==> src/rtl/cpu_probe_pkg.sv <==
package cpu_probe_pkg;

  typedef enum logic [1:0] {
    PH_IDLE = 2'd0,
    PH_RUN  = 2'd1,
    PH_DONE = 2'd2
  } phase_e;

  localparam int unsigned IMG_BYTES   = 32;
  localparam logic [15:0] VEC_HI_ADDR = 16'hFFFD;
  localparam logic [15:0] RESULT_ADDR = 16'h00FF;
  localparam logic [7:0]  ID_MIN      = 8'd1;
  localparam logic [7:0]  ID_MAX      = 8'd6;
  localparam logic [7:0]  FILL_BYTE   = 8'hEA;

  // probe program; last six bytes double as interrupt/reset vectors
  localparam logic [0:IMG_BYTES-1][7:0] PROBE_IMG = {
    8'h18, 8'h5C, 8'h15, 8'h00, 8'h38, 8'h90, 8'h0D, 8'h8A,
    8'h1A, 8'hD0, 8'h05, 8'h6A, 8'hB0, 8'h05, 8'h90, 8'h07,
    8'h97, 8'hFF, 8'hE8, 8'hE8, 8'hE8, 8'hE8, 8'hE8, 8'hE8,
    8'h86, 8'hFF, 8'hEA, 8'h4C, 8'h1E, 8'h00, 8'hA2, 8'h00
  };

  // image sits at the top of the store so the folded vectors hit it
  function automatic logic [7:0] store_init(input int unsigned idx,
                                            input int unsigned depth);
    int unsigned base;
    base = depth - IMG_BYTES;
    if (idx >= base) return PROBE_IMG[5'(idx - base)];
    return FILL_BYTE;
  endfunction

endpackage

==> src/rtl/cpu_probe_store.sv <==
module cpu_probe_store
  import cpu_probe_pkg::*;
#(
  parameter int unsigned ADDR_W = 5
) (
  input  logic              clk_i,
  input  logic              rst_ni,
  input  logic              load_i,
  input  logic              wr_en_i,
  input  logic [ADDR_W-1:0] addr_i,
  input  logic [7:0]        wdata_i,
  output logic [7:0]        rdata_o
);

  localparam int unsigned DEPTH = 1 << ADDR_W;

  logic [7:0] mem [DEPTH];

  for (genvar g = 0; g < DEPTH; g++) begin : g_byte
    localparam logic [7:0] INIT = store_init(g, DEPTH);
    always_ff @(posedge clk_i or negedge rst_ni) begin
      if (!rst_ni)                               mem[g] <= INIT;
      else if (load_i)                           mem[g] <= INIT;
      else if (wr_en_i && addr_i == ADDR_W'(g))  mem[g] <= wdata_i;
    end
  end

  assign rdata_o = mem[addr_i];

endmodule

==> src/rtl/cpu_probe_seq.sv <==
module cpu_probe_seq
  import cpu_probe_pkg::*;
#(
  parameter int unsigned WDOG_CYCLES = 256
) (
  input  logic        clk_i,
  input  logic        rst_ni,
  input  logic        start_i,
  input  logic        bus_valid_i,
  input  logic        bus_rd_i,
  input  logic [15:0] addr_i,
  input  logic        hit_i,
  output logic        run_o,
  output logic        vec_seen_o,
  output logic        timeout_o,
  output logic        cpu_rst_no,
  output logic        cpu_rdy_o
);

  localparam int unsigned CNT_W = $clog2(WDOG_CYCLES + 1);

  phase_e           phase_q, phase_d;
  logic [CNT_W-1:0] cnt_q;
  logic             vec_q;
  logic             wd_last;

  assign run_o   = (phase_q == PH_RUN);
  assign wd_last = run_o && bus_valid_i && (cnt_q == CNT_W'(WDOG_CYCLES - 1));
  assign timeout_o = wd_last && !hit_i;

  always_comb begin
    phase_d = phase_q;
    if (start_i)                        phase_d = PH_RUN;
    else if (run_o && (hit_i || wd_last)) phase_d = PH_DONE;
  end

  always_ff @(posedge clk_i or negedge rst_ni) begin
    if (!rst_ni) begin
      phase_q <= PH_IDLE;
      cnt_q   <= '0;
      vec_q   <= 1'b0;
    end else begin
      phase_q <= phase_d;
      if (start_i)                  cnt_q <= '0;
      else if (run_o && bus_valid_i) cnt_q <= cnt_q + 1'b1;
      // read-only again whenever the processor is held in reset
      if (start_i || !run_o)                     vec_q <= 1'b0;
      else if (bus_rd_i && addr_i == VEC_HI_ADDR) vec_q <= 1'b1;
    end
  end

  assign vec_seen_o = vec_q;
  assign cpu_rst_no = run_o;
  assign cpu_rdy_o  = run_o;

endmodule

==> src/rtl/cpu_probe_result.sv <==
module cpu_probe_result
  import cpu_probe_pkg::*;
(
  input  logic       clk_i,
  input  logic       rst_ni,
  input  logic       start_i,
  input  logic       hit_i,
  input  logic       timeout_i,
  input  logic [7:0] wdata_i,
  output logic       done_o,
  output logic       done_pulse_o,
  output logic [7:0] id_o,
  output logic       id_valid_o
);

  logic in_range;
  assign in_range = (wdata_i >= ID_MIN) && (wdata_i <= ID_MAX);

  always_ff @(posedge clk_i or negedge rst_ni) begin
    if (!rst_ni) begin
      done_o       <= 1'b0;
      done_pulse_o <= 1'b0;
      id_o         <= '0;
      id_valid_o   <= 1'b0;
    end else if (start_i) begin
      done_o       <= 1'b0;
      done_pulse_o <= 1'b0;
      id_o         <= '0;
      id_valid_o   <= 1'b0;
    end else begin
      done_pulse_o <= 1'b0;
      if (!done_o && (hit_i || timeout_i)) begin
        done_o       <= 1'b1;
        done_pulse_o <= 1'b1;
        id_o         <= (hit_i && in_range) ? wdata_i : 8'h00;
        id_valid_o   <= hit_i && in_range;
      end
    end
  end

endmodule

==> src/rtl/cpu_probe_mem.sv <==
module cpu_probe_mem
  import cpu_probe_pkg::*;
#(
  parameter int unsigned ADDR_W      = 5,
  parameter int unsigned WDOG_CYCLES = 256
) (
  input  logic        clk_i,
  input  logic        rst_ni,
  input  logic        start_i,
  input  logic [15:0] addr_i,
  input  logic        rw_i,
  input  logic        phi2_i,
  input  logic [7:0]  data_i,
  output logic [7:0]  data_o,
  output logic        data_oe_o,
  output logic        cpu_rst_no,
  output logic        cpu_rdy_o,
  output logic        done_o,
  output logic        done_pulse_o,
  output logic [7:0]  id_o,
  output logic        id_valid_o
);

  localparam int unsigned DEPTH   = 1 << ADDR_W;
  localparam logic [7:0]  RES_DEF = store_init(32'(RESULT_ADDR) & (DEPTH - 1), DEPTH);

  logic       bus_rd, bus_wr, wr_en, hit;
  logic       run, vec_seen, timeout;
  logic [7:0] rdata;

  assign bus_rd = phi2_i && rw_i;
  assign bus_wr = phi2_i && !rw_i;
  assign wr_en  = bus_wr && run && vec_seen;
  assign hit    = wr_en && (addr_i == RESULT_ADDR) && (data_i != RES_DEF);

  cpu_probe_store #(.ADDR_W(ADDR_W)) u_store (
    .clk_i   (clk_i),
    .rst_ni  (rst_ni),
    .load_i  (start_i),
    .wr_en_i (wr_en),
    .addr_i  (addr_i[ADDR_W-1:0]),
    .wdata_i (data_i),
    .rdata_o (rdata)
  );

  cpu_probe_seq #(.WDOG_CYCLES(WDOG_CYCLES)) u_seq (
    .clk_i       (clk_i),
    .rst_ni      (rst_ni),
    .start_i     (start_i),
    .bus_valid_i (phi2_i),
    .bus_rd_i    (bus_rd),
    .addr_i      (addr_i),
    .hit_i       (hit),
    .run_o       (run),
    .vec_seen_o  (vec_seen),
    .timeout_o   (timeout),
    .cpu_rst_no  (cpu_rst_no),
    .cpu_rdy_o   (cpu_rdy_o)
  );

  cpu_probe_result u_result (
    .clk_i        (clk_i),
    .rst_ni       (rst_ni),
    .start_i      (start_i),
    .hit_i        (hit),
    .timeout_i    (timeout),
    .wdata_i      (data_i),
    .done_o       (done_o),
    .done_pulse_o (done_pulse_o),
    .id_o         (id_o),
    .id_valid_o   (id_valid_o)
  );

  assign data_oe_o = bus_rd;
  assign data_o    = bus_rd ? rdata : 8'h00;

endmodule

==> config.mk <==
export PLATFORM = sky130hd
export DESIGN_NAME = cpu_probe_mem
export DESIGN_NICKNAME = d
export VERILOG_FILES = /design/src/rtl/cpu_probe_pkg.sv /design/src/rtl/cpu_probe_store.sv /design/src/rtl/cpu_probe_seq.sv /design/src/rtl/cpu_probe_result.sv /design/src/rtl/cpu_probe_mem.sv
export SDC_FILE = /design/constraint.sdc
export NUM_CORES = 1
export LEC_CHECK = 0
export CAP_MARGIN = 15
export CORE_MARGIN = 2
export CORE_UTILIZATION = 40
export DETAILED_ROUTE_END_ITERATION = 10
export GPL_TIMING_DRIVEN = 0
export PLACE_DENSITY = 0.59
export SLEW_MARGIN = 0
export SYNTH_ARGS = -nofsm -noshare
export SYNTH_HDL_FRONTEND = slang
export SYNTH_SLANG_ARGS = --single-unit
==> constraint.sdc <==
create_clock -name clk_i -period 9.1 [get_ports clk_i]
set_input_delay 2.73 -clock clk_i [delete_from_list [all_inputs] [get_ports clk_i]]
set_output_delay 2.73 -clock clk_i [all_outputs]
set_load 0.01 [all_outputs]
==> flow_summary.yaml <==
detailed_routing:
  drt_wl_total_um: 50600
  post_drt_wl_per_cell_um: 26.4
  drt_pass1_iterations: 6
  first_iter_violations: 1289
  route.detailed.drc: 0
  ant_nets: 0
  num_vias: 11700
  vias_per_cell: 6.09
timing:
  finalClockSkew_ns: 0.0168
  slew_headroom_pct: 20.2
  min_period_over_period_pct: 96.2
  fmax_ghz: 0.114
  fin_ws_ns: 0.342
  rsz0062_at_grt: "false"
  finalHoldViolations: 0
  fin_setup_tns_ns: 0
  worst_pin_slew_ns: 1.20
  min_period_ns: 8.76
  setup_viol: 0
  maxSlewViolCount: 0
logic_synthesis:
  ys_top_cells_by_area: "dfrtp_1, dfstp_2, mux4_2, mux2i_1, nand2_1"
  yosysTopAreaCell: "dfrtp_1"
  synth_top_area_share_pct: 30.9
  synth_edf_count: 0
  syn_inst: 1361
  synth.most_common_cell: "nand2_1"
  syn_area_sq_mm: 0.0141
  yosys_warnings: 0
  synth_common_cells: "nand2_1, dfrtp_1, dfstp_2"
  syn_area_per_cell_sq_um: 10.4
  ys_types: 55
  synth_top_flop_cell: "dfrtp_1"
  syn-num-nets: 1392
  ys_seq_area_share_pct: 50.5
  async_flop_share_pct: 100
  ys_seq_elements: 279
power:
  power_w: 0.00278
  peakVddDrop_mv: 0.123
  p_per_area_mw_per_mm2: 172
  p_leak_nw: 6.61
placed_design:
  place.gp.congestion: 0.927
  portBuffers: 43
  placedCellCount: 1861
  pre_cts_slack_ns: 0.461
  hpwlAfterDp_um: 34800
job:
  max_cap_violations: 0
critical_path:
  arrival_ns: 6.03
  crit_path_end_kind: "primary output"
  worstSetupPathType: "in2out"
  critPathRequiredTime_ns: 6.37
  cp-start-kind: "input port"
  cp_max_fo: 10
clock_tree:
  hold_buffers: 0
  cts_sinks: 279
  cts_inserted_buffers: 31
  cts_root_buf: "clkbuf_16"
  cts_setup_buffers: 0
  cts_tree: "done"
  insertion_delay_ns: 0.57
  cts_resized: 0
  cts_buffer_depth: 3
  h-tree-depth: 1
  cts.clk_slew.worst_paths_ns: 0.07
outcome:
  outcome: "complete, no violations"
finish:
  finalNetCount: 1470
  fin_cells: 1917
  drive_gt1_share_pct: 18.0
  diodes: 0
  areaGrowthSynthToFinish_pct: 14.9
  final_util_pct: 46.7
floorplan:
  io_pins: 51
  start_util_pct: 40.7
  fp.dieH_um: 192
  row_count: 68
  die_area_sq_mm: 0.0367
  coreArea_sq_mm: 0.0346
  die_width_um: 192
grt:
  antenna_found_initial: 0
  track_usage_pct: 28.1
  overflow: 0
  grt_pass1_wl_um: 75600
  grt_max_degree: 112
  first_global_vias: 11400
hold_path:
  hp-class: "reg2reg"
## layout by cell type (no fill, tap or decap), types with 4 or more instances in the layout
cell             synthesis  routed
a211o_1                 35      35
clkdlybuf4s50_1          0      42
nand3b_1                53      53
clkbuf_1                86      92
nor3b_1                  6       6
mux2i_1                100     100
nand4_1                  6       6
clkbuf_8                 0       8
o221ai_1                 8       8
a21oi_1                 97      97
nand2_1                186     186
nor4_1                   5       5
nor3_1                   6       6
nor2b_1                 21      21
nor2_1                 104     104
and3_1                  14      14
o22ai_1                  8       8
a22oi_1                 16      16
buf_4                    6       6
dfrtp_1                174     174
o211ai_1                10      10
or3_1                    4       4
dfstp_2                105     105
buf_2                   34      34
inv_1                    9       9
o21ai_0                 91      91
nand2b_1                 7       7
clkbuf_16                0      31
mux4_2                  48      48
nand3_1                 72      72
clkinv_2                 0       8
a211oi_1                 6       6
## final timing paths
check | from | endpoint | slack (ns) | depth (start not counted)
max | addr_i[0] | data_o[1] | 0.34 | 10
min | u_store.mem[168]$_DFFE_PN1P_ | u_store.mem[168]$_DFFE_PN1P_ | 0.49 | 2
max reg2reg | u_seq.phase_q[1]$_DFFE_PN0P_ | u_store.mem[40]$_DFFE_PN0P_ | 6.75 | 6
min reg2reg | u_store.mem[168]$_DFFE_PN1P_ | u_store.mem[168]$_DFFE_PN1P_ | 0.49 | 2
max in group asynchronous | rst_ni | u_store.mem[170]$_DFFE_PN1P_ | 5.88 | 2
min in group asynchronous | rst_ni | u_store.mem[1]$_DFFE_PN0P_ | 2.25 | 1
## area by class of cell
cell class | count | area (sq um)
Buffer | 130 | 568
Clock inverter | 11 | 130
Sequential cell | 279 | 7110
Fill cell | 3225 | 18400
Clock buffer | 45 | 908
Multi-Input combinational cell | 942 | 6370
Tap cell | 455 | 569
Timing Repair Buffer | 45 | 490
Inverter | 10 | 37.5
## critical path: stages
cell and delay (ns):
clkdlybuf4s50_1 0.55, buf_4 0.24, buf_2 0.36, nand3b_1 0.41, buf_2 0.36, o221ai_1 0.27
a21oi_1 0.10, nand2_1 0.17, and3_1 0.26, clkdlybuf4s50_1 0.56
## registers in the layout, indices dropped and copies added (netlist names)
name,cells
u_result.done_o,1
u_result.done_pulse_o,1
u_result.id_o,8
u_result.id_valid_o,1
u_seq.cnt_q,9
u_seq.phase_q,2
u_seq.vec_seen_o,1
u_store.mem,256
## power by group
part	switching [W]	internal [W]	total, W
combinational	0.000177	0.0000617	0.000239
sequential	0.000000977	0.00124	0.00125
clock	0.000530	0.000770	0.00130
total	0.000709	0.00208	0.00278
## stage by stage
stage / area, sq um / hold slack [ns]
3_5_place_dp: 15100 / 0.478
3_3_place_gp: 15100 / 0.475
6_report: 16200 / 0.492
4_1_cts: 16200 / 0.493
2_1_floorplan: 14100 / 0.465
5_1_grt: 16200 / 0.510
## kinds of logic after synthesis
group                      Yosys count  synth area share (%)
AOI/OAI and AO/OA                  281                  12.0
xor gates and xnor gates             4                 0.249
adders and majority gates            2                 0.178
buffers and inverters              140                  4.30
DFF                                279                  50.5
muxes                              148                  14.8
and+or+nand+nor                    507                  18.0
## layer usage
metal  track usage, %  vias up  part of all wire (%)
met1             39.5     5886                    42
li1                 -     4995                     -
met4             11.4        2                   4.9
met2             41.4      650                    43
met3             6.94      138                    10
met5             1.65        -                  0.17
(Power assumes the default switching activity.)
